<file path="src/rtl/sfseq_pkg.sv">
package sfseq_pkg;

    typedef enum logic [2:0] {
        OP_MARK  = 3'd0,
        OP_CALL  = 3'd1,
        OP_SETSP = 3'd2,
        OP_SETEP = 3'd3,
        OP_RET   = 3'd4
    } frame_op_e;

    typedef enum logic [3:0] {
        S_IDLE, S_WALK, S_WCAP, S_WSL, S_WDL, S_WEP,
        S_CALL, S_RA, S_RB, S_RC, S_RD
    } seq_state_e;

    localparam int unsigned HDR_CELLS = 5;
    localparam int unsigned OFS_SL    = 1;
    localparam int unsigned OFS_DL    = 2;
    localparam int unsigned OFS_EP    = 3;
    localparam int unsigned OFS_RA    = 4;

    function automatic logic keeps_result(input logic [1:0] kind);
        return kind != 2'd0;
    endfunction

endpackage

</file>
<file path="src/rtl/sfseq_link_walker.sv">
module sfseq_link_walker #(
    parameter int AW  = 8,
    parameter int LVW = 4
) (
    input  logic           clk,
    input  logic           rst,
    input  logic           load,
    input  logic [LVW-1:0] levels,
    input  logic [AW-1:0]  start_ptr,
    input  logic           capture,
    input  logic [AW-1:0]  rdata,
    output logic [AW-1:0]  link,
    output logic           last_level
);
    logic [LVW-1:0] remain_q;
    logic [AW-1:0]  link_q;

    always_ff @(posedge clk) begin
        if (rst) begin
            remain_q <= '0;
            link_q   <= '0;
        end else if (load) begin
            remain_q <= levels;
            link_q   <= start_ptr;
        end else if (capture) begin
            remain_q <= remain_q - LVW'(1);
            link_q   <= rdata;
        end
    end

    assign link       = link_q;
    assign last_level = (remain_q == LVW'(1));
endmodule

</file>
<file path="src/rtl/sfseq_limit.sv">
module sfseq_limit #(
    parameter int AW = 8
) (
    input  logic [AW-1:0] top,
    input  logic [AW-1:0] extent,
    input  logic [AW-1:0] floor_ptr,
    output logic [AW-1:0] new_high,
    output logic          collide
);
    logic [AW:0] sum;

    always_comb begin
        sum      = {1'b0, top} + {1'b0, extent};
        collide  = sum > {1'b0, floor_ptr};
        new_high = sum[AW-1:0];
    end
endmodule

</file>
<file path="src/rtl/sfseq_top.sv">
module sfseq_top import sfseq_pkg::*; #(
    parameter int AW       = 8,
    parameter int LVW      = 4,
    parameter int RST_SP   = 4,
    parameter int HEAP_TOP = 240
) (
    input  logic          clk,
    input  logic          rst,
    input  logic          cmd_valid,
    input  logic [2:0]    cmd_op,
    input  logic [AW-1:0] cmd_a,
    input  logic [AW-1:0] cmd_b,
    output logic          busy,
    output logic          mem_en,
    output logic          mem_we,
    output logic [AW-1:0] mem_addr,
    output logic [AW-1:0] mem_wdata,
    input  logic [AW-1:0] mem_rdata,
    output logic [AW-1:0] sp,
    output logic [AW-1:0] mp,
    output logic [AW-1:0] ep,
    output logic [AW-1:0] np,
    output logic [AW-1:0] pc,
    output logic          exhausted
);
    localparam logic [AW-1:0] SP_INIT   = AW'(RST_SP);
    localparam logic [AW-1:0] HEAP_INIT = AW'(HEAP_TOP);

    seq_state_e    state_q;
    logic [AW-1:0] sp_q, mp_q, ep_q, pc_q;
    logic          exh_q;
    logic [AW-1:0] arg_a_q, arg_b_q, base_q, tmp_ep_q, tmp_dl_q;
    logic          accept, walk_load, walk_cap, walk_last;
    logic [AW-1:0] link, ep_next;
    logic          ep_collide;
    frame_op_e     op;

    assign op        = frame_op_e'(cmd_op);
    assign accept    = cmd_valid && (state_q == S_IDLE) && !exh_q;
    assign walk_load = accept && (op == OP_MARK);
    assign walk_cap  = (state_q == S_WCAP);

    sfseq_link_walker #(.AW(AW), .LVW(LVW)) walker_i (
        .clk(clk), .rst(rst), .load(walk_load), .levels(cmd_a[LVW-1:0]),
        .start_ptr(mp_q), .capture(walk_cap), .rdata(mem_rdata),
        .link(link), .last_level(walk_last)
    );

    sfseq_limit #(.AW(AW)) limit_i (
        .top(sp_q), .extent(cmd_a), .floor_ptr(HEAP_INIT),
        .new_high(ep_next), .collide(ep_collide)
    );

    always_ff @(posedge clk) begin
        if (rst) begin
            state_q  <= S_IDLE;
            sp_q     <= SP_INIT;
            mp_q     <= '0;
            ep_q     <= SP_INIT;
            pc_q     <= '0;
            exh_q    <= 1'b0;
            arg_a_q  <= '0;
            arg_b_q  <= '0;
            base_q   <= '0;
            tmp_ep_q <= '0;
            tmp_dl_q <= '0;
        end else begin
            case (state_q)
                S_IDLE: if (accept) begin
                    arg_a_q <= cmd_a;
                    arg_b_q <= cmd_b;
                    case (op)
                        OP_MARK: begin
                            base_q  <= sp_q + AW'(1);
                            state_q <= (cmd_a[LVW-1:0] != '0) ? S_WALK : S_WSL;
                        end
                        OP_CALL:  state_q <= S_CALL;
                        OP_SETSP: sp_q <= mp_q + cmd_a;
                        OP_SETEP: begin
                            if (ep_collide) exh_q <= 1'b1;
                            else            ep_q  <= ep_next;
                        end
                        OP_RET:   state_q <= S_RA;
                        default:  state_q <= S_IDLE;
                    endcase
                end
                S_WALK: state_q <= S_WCAP;
                S_WCAP: state_q <= walk_last ? S_WSL : S_WALK;
                S_WSL:  state_q <= S_WDL;
                S_WDL:  state_q <= S_WEP;
                S_WEP: begin
                    sp_q    <= sp_q + AW'(HDR_CELLS);
                    state_q <= S_IDLE;
                end
                S_CALL: begin
                    mp_q    <= sp_q - arg_a_q - AW'(HDR_CELLS - 1);
                    pc_q    <= arg_b_q;
                    state_q <= S_IDLE;
                end
                S_RA: state_q <= S_RB;
                S_RB: begin
                    tmp_ep_q <= mem_rdata;
                    state_q  <= S_RC;
                end
                S_RC: begin
                    tmp_dl_q <= mem_rdata;
                    state_q  <= S_RD;
                end
                S_RD: begin
                    pc_q    <= mem_rdata;
                    ep_q    <= tmp_ep_q;
                    mp_q    <= tmp_dl_q;
                    sp_q    <= keeps_result(arg_a_q[1:0]) ? mp_q : mp_q - AW'(1);
                    state_q <= S_IDLE;
                end
                default: state_q <= S_IDLE;
            endcase
        end
    end

    always_comb begin
        mem_en    = 1'b0;
        mem_we    = 1'b0;
        mem_addr  = '0;
        mem_wdata = '0;
        case (state_q)
            S_WALK: begin
                mem_en   = 1'b1;
                mem_addr = link + AW'(OFS_SL);
            end
            S_WSL: begin
                mem_en = 1'b1; mem_we = 1'b1;
                mem_addr = base_q + AW'(OFS_SL); mem_wdata = link;
            end
            S_WDL: begin
                mem_en = 1'b1; mem_we = 1'b1;
                mem_addr = base_q + AW'(OFS_DL); mem_wdata = mp_q;
            end
            S_WEP: begin
                mem_en = 1'b1; mem_we = 1'b1;
                mem_addr = base_q + AW'(OFS_EP); mem_wdata = ep_q;
            end
            S_CALL: begin
                mem_en = 1'b1; mem_we = 1'b1;
                mem_addr  = sp_q - arg_a_q - AW'(HDR_CELLS - 1) + AW'(OFS_RA);
                mem_wdata = pc_q;
            end
            S_RA: begin mem_en = 1'b1; mem_addr = mp_q + AW'(OFS_EP); end
            S_RB: begin mem_en = 1'b1; mem_addr = mp_q + AW'(OFS_DL); end
            S_RC: begin mem_en = 1'b1; mem_addr = mp_q + AW'(OFS_RA); end
            default: ;
        endcase
    end

    assign busy      = (state_q != S_IDLE);
    assign sp        = sp_q;
    assign mp        = mp_q;
    assign ep        = ep_q;
    assign np        = HEAP_INIT;
    assign pc        = pc_q;
    assign exhausted = exh_q;
endmodule

</file>
<file path="config.mk">
export PLATFORM = sky130hd
export DESIGN_NAME = sfseq_top
export DESIGN_NICKNAME = d
export VERILOG_FILES = /design/src/rtl/sfseq_pkg.sv /design/src/rtl/sfseq_link_walker.sv /design/src/rtl/sfseq_limit.sv /design/src/rtl/sfseq_top.sv
export SDC_FILE = /design/constraint.sdc
export NUM_CORES = 1
export LEC_CHECK = 0
export ABC_AREA = 1
export BUFFER_PORTS_ARGS = -buffer_cell sky130_fd_sc_hd__buf_2
export CAP_MARGIN = 20
export CORE_UTILIZATION = 59
export CTS_CLUSTER_DIAMETER = 30
export DETAILED_ROUTE_END_ITERATION = 10
export GPL_TIMING_DRIVEN = 0
export PLACE_DENSITY = 0.9
export SLEW_MARGIN = 20
export SYNTH_ARGS = -nofsm -noshare
export SYNTH_HDL_FRONTEND = slang
export SYNTH_HIERARCHICAL = 1
export SYNTH_SLANG_ARGS = --single-unit
</file>
<file path="constraint.sdc">
create_clock -name clk -period 3.9 [get_ports clk]
set_input_delay 0.39 -clock clk [delete_from_list [all_inputs] [get_ports clk]]
set_output_delay 0.39 -clock clk [all_outputs]
set_load 0.02 [all_outputs]
</file>
[After elaboration in Yosys (flattened, before gate mapping)]
Cells that the tools add are included.
Cells by class
  add/sub/neg operators: 16
  order comparisons: 1
  equality and inequality tests: 20
  muxes and demuxes: 23
  reduce and logical (&&, ||, !) cells: 22
Operators with widths (number)
  $mux 8: 8
  $pmux 8 s8: 1
  $pmux 8 s2: 3
  $add 8x2->8 const B: 4
  $pmux 4 s8: 1
  $pmux 8 s4: 1
  $add 8x1->8 const B: 3
  $add 8x3->8 const B: 3
  $pmux 8 s3: 1
  $eq 4x3->1 const B: 4
  $pmux 4 s4: 1
  $eq 4x4->1 const B: 3
  $mux 4: 3
  $add 8x8->9: 1
  $gt 9x8->1 const B: 1
  $add 8x8->8: 1
  $eq 4x1->1 const B: 2
  $eq 4x2->1 const B: 2
  $reduce_and 4->1: 2
  $reduce_bool 2->1: 4
  $reduce_bool 4->1: 2
  $reduce_or 8->1: 1
  $sub 8x1->8 const B: 1
  $sub 8x3->8 const B: 1
  18 further kinds: 28
Storage, ports and cells
  register bits after elaboration: 89
  input port bits: 30
  output and inout bits: 60

[Depth between registers and ports, before layout]
  depth in word-level cells: 6
  mapped depth: 22
  gate-level depth less buffers: 21

[Cells and area by module]
The synthesis kept the hierarchy.
Modules (own cells, without submodules)
  sfseq_top: times used 1, cells an instance 944, area an instance 5699.2 sq um
  sfseq_link_walker: times used 1, cells an instance 100, area an instance 648.1 sq um
  sfseq_limit: times used 1, cells an instance 94, area an instance 593.1 sq um

[Least setup slack after synthesis]
Ideal clock, no wire load.
  path kind: reg-to-reg
  start point: register sp_q[0] (netlist: sp[0])
  end point: register ep_q[4] (netlist: ep[4])
  setup time: 74 ps
  arrival: 2953 ps
  setup slack: 872 ps
  stages on the path, launching flop included: 20
  buffers on the path: 1
  cells stage by stage: dfxtp_1 -> ha_1 -> inv_1 -> fa_1 -> o21ai_2 -> nand2_2 -> nand4_1 -> nand2_1 -> ha_1 -> and3_1 -> nand2_1 -> nand2_1 -> nand2_1 -> nand2_1 -> o21ai_0 -> o21ai_1 -> inv_2 -> buf_2 -> o21ai_0 -> a31oi_1
On the way
  elaborated cells on any way between the ends: 8
  classes of those cells: 1 x add/sub; 1 x order compare; 1 x eq/ne; 4 x mux; 1 x reduce/logical
RTL lines
  start: declaration: line sfseq_top.sv:30  | logic [AW-1:0] sp_q, mp_q, ep_q, pc_q;
  start signal: assignment: line sfseq_top.sv:78  | OP_SETSP: sp_q <= mp_q + cmd_a;
  start signal: assignment: line sfseq_top.sv:92  | sp_q <= sp_q + AW'(HDR_CELLS);
  start signal: assignment: line sfseq_top.sv:113  | sp_q <= keeps_result(arg_a_q[1:0]) ? mp_q : mp_q - AW'(1);
  $add 8x8->9: line sfseq_limit.sv:13  | sum = {1'b0, top} + {1'b0, extent};
  net ep_next[6]: line sfseq_top.sv:34  | logic [AW-1:0] link, ep_next;
  $gt 9x8->1: line sfseq_limit.sv:14  | collide = sum > {1'b0, floor_ptr};
  net ep_collide: line sfseq_top.sv:35  | logic ep_collide;
  $ne 2x2->1 (no source line)
  $reduce_and 4->1 (no source line)
  end signal: assignment: line sfseq_top.sv:81  | else ep_q <= ep_next;
  end signal: assignment: line sfseq_top.sv:111  | ep_q <= tmp_ep_q;
  end: declaration: line sfseq_top.sv:30
The timed path passes the listed nets, and every way through them passes these cells. The select of a mux whose other input is x is not followed.
A chain may end at the register's enable or synchronous reset.

[Worst setup path in the final report]
  start point: register sp_q[0] (netlist: sp[0])
  end point: output mem_addr[4]
On the way
  word-level cells in the longest chain between the ends: 4
Ends and longest elaborated chain
  $sub 8x8->8: line sfseq_top.sv:145  | mem_addr = sp_q - arg_a_q - AW'(HDR_CELLS - 1) + AW'(OFS_RA);
  $sub 8x3->8: line sfseq_top.sv:145
  $add 8x3->8: line sfseq_top.sv:145
  $pmux 8 s8: line sfseq_top.sv:126  | case (state_q)
  end: declaration: line sfseq_top.sv:16  | output logic [AW-1:0] mem_addr,
No other way between the ends.

==> metrics.csv <==
stage;metric;value;unit
run_status;status;completed;
logic_synthesis;syn_area;6940;µm²
timing;setup-tns-final;0;ns
floorplanning;ios;90;
logic_synthesis;synth_top_cell_by_area;dfxtp_1;
critical_path;crit_start;sp[0]$_SDFFE_PP0P_;
drt;drtPass1Iterations;6;
logic_synthesis;synth_edf_count;0;
clocking;htreeDepth;3;
floorplanning;die_h;110.5;µm
drt;wl;23.79;mm
clocking;post_cts_resize_count;0;
logic_synthesis;synth_cell_types;45;
timing;whs;0.2705;ns
placed_design;place.detailed.hpwl;18.20;mm
logic_synthesis;yosys_warnings;6;
logic_synthesis;synthTopCellsByArea;dfxtp_1 26%, nand2_1 18%, ha_1 7.9%;
clocking;clk_path_buf_depth;2;
layout;diodes;0;
critical_path;crit_fanout;8;
timing;finalSetupViolCount;0;
critical_path;crit_path_top_delay_cell;dfxtp_1;
drt;routedWlPerCell;17.09;µm
grt;grt_pass1_vias;7436;
timing;rsz0062_at_grt;no;
floorplanning;std_cell_rows;39;
timing;fin_crit;3.604;ns
logic_synthesis;async_reset_ff_share;0;%
worst_hold_path;hold_path_class;in -> reg;
timing;min_period_over_period;92.42;%
floorplanning;fp.dieArea;12200;µm²
clocking;cts_num_sinks;89;
layout;final_common_cell;nand2_1;
pwr;p_per_area;355.7;nW/µm²
placed_design;dp_slack;0.4981;ns
timing;maxSlewHeadroom;50.11;%
critical_path;worstSetupStartpointType;register;
clocking;cts-root-buf;clkbuf_16;
logic_synthesis;synthFlopType;dfxtp_1;
timing;fmax;277.4;MHz
floorplanning;core_area;11420;µm²
critical_path;reg2reg_from;sp[0]$_SDFFE_PP0P_;
clocking;cts_buffers;9;
logic_synthesis;synth_top_area_share;25.67;%
critical_path;max_stage_delay;0.53;ns
pwr;peakVddDrop;0.0002831;V
drt;drtIter0Drc;1150;
grt;grt_max_degree;16;
layout;final_cell_mix;329 x nand2_1, 139 x inv_1, 117 x nor2_1;
logic_synthesis;avgSynthCellArea;6.099;µm²
critical_path;cp_num_buf_inv;6;
grt;grt_pass1_wl;37.37;mm
drt;via_count;8381;
timing;setup_slack;0.2956;ns
clocking;clkSlewWorstSetupHoldPaths;0.06;ns
clocking;cts_tree;yes;
pwr;p_leak;0.004013;µW
clocking;cts_setup_buffers;0;
critical_path;crit_top_cell;inv_1;
pwr;p_total;2813;µW
worst_hold_path;worstHoldStart;cmd_b[5];
timing;finalHoldViolCount;0;
floorplanning;start_util;60.78;%
layout;syn_to_final_growth;13.92;%
grt;antenna_found_initial;0;
timing;worst_pin_slew;0.7456;ns
layout;nNetsFinal;1321;
grt;track_usage;38.45;%
placed_design;io_buffers;81;
grt;overflow;0;
drt;viasPerCell;6.021;
flow_run;maxCapViolCount;0;
placed_design;place_congestion;0.9831;
layout;nFillCells;1019;
critical_path;critPathKind;reg -> out;
layout;final_layout_size_suffix_gt1_share;12.73;%
critical_path;crit_family;adder cells;
timing;drv_slew;0;
clocking;insertion_delay;0.35;ns
drt;drc;0;
logic_synthesis;ys_ff_latch;89;
critical_path;end_kind;primary output;
critical_path;cp_data_required_time;3.51;ns
timing;finClkSkew;0.01193;ns
logic_synthesis;ys_seq_area_share;25.67;%
logic_synthesis;syn_inst;1138;
drt;ant_nets;0;
critical_path;path_cells;inv_1 > ha_1 > inv_1 > ha_1 > inv_1 > fa_1 > inv_1 > nand2_1 > nand2_1 > nand2_1 > nand2_1 > inv_1 > ha_1 > or2_2 > nand3_1 > nand4_1 > buf_2;
critical_path;arrival;3.21;ns
floorplanning;die_x;110.5;µm
clocking;holdBufCountCts;0;
## per-stage QoR
stage | instances | util [%] | instance area, µm²
floorplan | 1152 | - | 6993
global placement | 1376 | 66.36 | 7577
detailed placement | 1376 | 66.36 | 7577
CTS | 1392 | 69.24 | 7906
global route | 1392 | 69.24 | 7906
finish | 1392 | 69.24 | 7906
## power breakdown
group          switching, µW  total [µW]  internal (µW)
clock network            374         958            584
logic                    558         839            281
registers               56.3        1020            959
## routing by layer
layer | share of wire [%] | global-route usage, % | vias to the layer above
met5 | 0 | 0 | -
met3 | 13 | 6.531 | 153
met2 | 43 | 60.91 | 640
li1 | - | - | 3907
met4 | 6.7 | 22.76 | 0
met1 | 37 | 49.08 | 3681
## sequential cells by signal, indices dropped and copies added, names as in the netlist
| register | count |
|---|---|
| tmp_dl_q | 8 |
| pc | 8 |
| arg_b_q | 8 |
| arg_a_q | 8 |
| walker_i/remain_q | 4 |
| tmp_ep_q | 8 |
| state_q | 4 |
| exhausted | 1 |
| ep | 8 |
| base_q | 8 |
| sp | 8 |
| walker_i/link | 8 |
| mp | 8 |
## synth_stat cells (2+ instances only)
cell	n
o21bai_1	2
ha_1	44
nand2_2	11
nand3_1	93
or2_2	3
clkinv_1	2
nand3b_1	5
inv_2	14
nand2_1	329
xor2_1	8
o211ai_1	4
nor2_2	4
a31oi_1	28
nor3_1	6
nor2_4	4
o2111ai_1	7
buf_2	11
dfxtp_1	89
a311oi_1	2
fa_1	3
buf_4	9
xnor2_1	2
o21ai_1	8
conb_1	2
buf_6	2
o22ai_1	3
nand3_2	2
nand4_1	15
inv_1	139
a21boi_0	3
nor2_1	117
o21ai_0	88
clkbuf_1	18
a21o_1	3
a21oi_1	45
a221oi_1	4
## area by class of cell
cell class	count	area, µm²	area share (%)
clock inverters	5	86.33	1.092
multi-input cells	867	4410	55.78
repair buffers	81	405.4	5.127
clock buffers	11	242.7	3.070
flip-flops and latches	89	1782	22.54
well taps	143	178.9	2.263
inverters	156	588.1	7.438
plain buffers	40	212.7	2.690
## cells by family (layout without fill, tap and decap cells)
kind of cell	after synthesis	after routing	synth area share, %
buffers and inverters	196	293	11.54
other	2	16	0.1082
adder cells (fa/ha/maj)	47	47	8.798
XOR/XNOR	10	10	1.262
flip-flops	89	89	25.67
AO/OA/AOI/OAI	202	202	16.57
AND/OR/NAND/NOR	592	592	36.06
## worst min-delay path, delay by kind of cell
| family | cells | cell delay, ns |
|---|---|---|
| simple gates | 2 | 0.11 |
| buf+inv | 1 | 0.08 |
## path summary, 6_finish.rpt
kind	depth (start not counted)	to	slack, ns
max	17	mem_addr[4]	0.30
min	3	arg_b_q[5]$_SDFFE_PP0P_	0.27
max reg2reg	19	ep[6]$_SDFFE_PP0P_	0.46
min reg2reg	2	tmp_ep_q[7]$_SDFFE_PP0P_	0.49
Note: power is estimated with default switching activity, not from simulation.
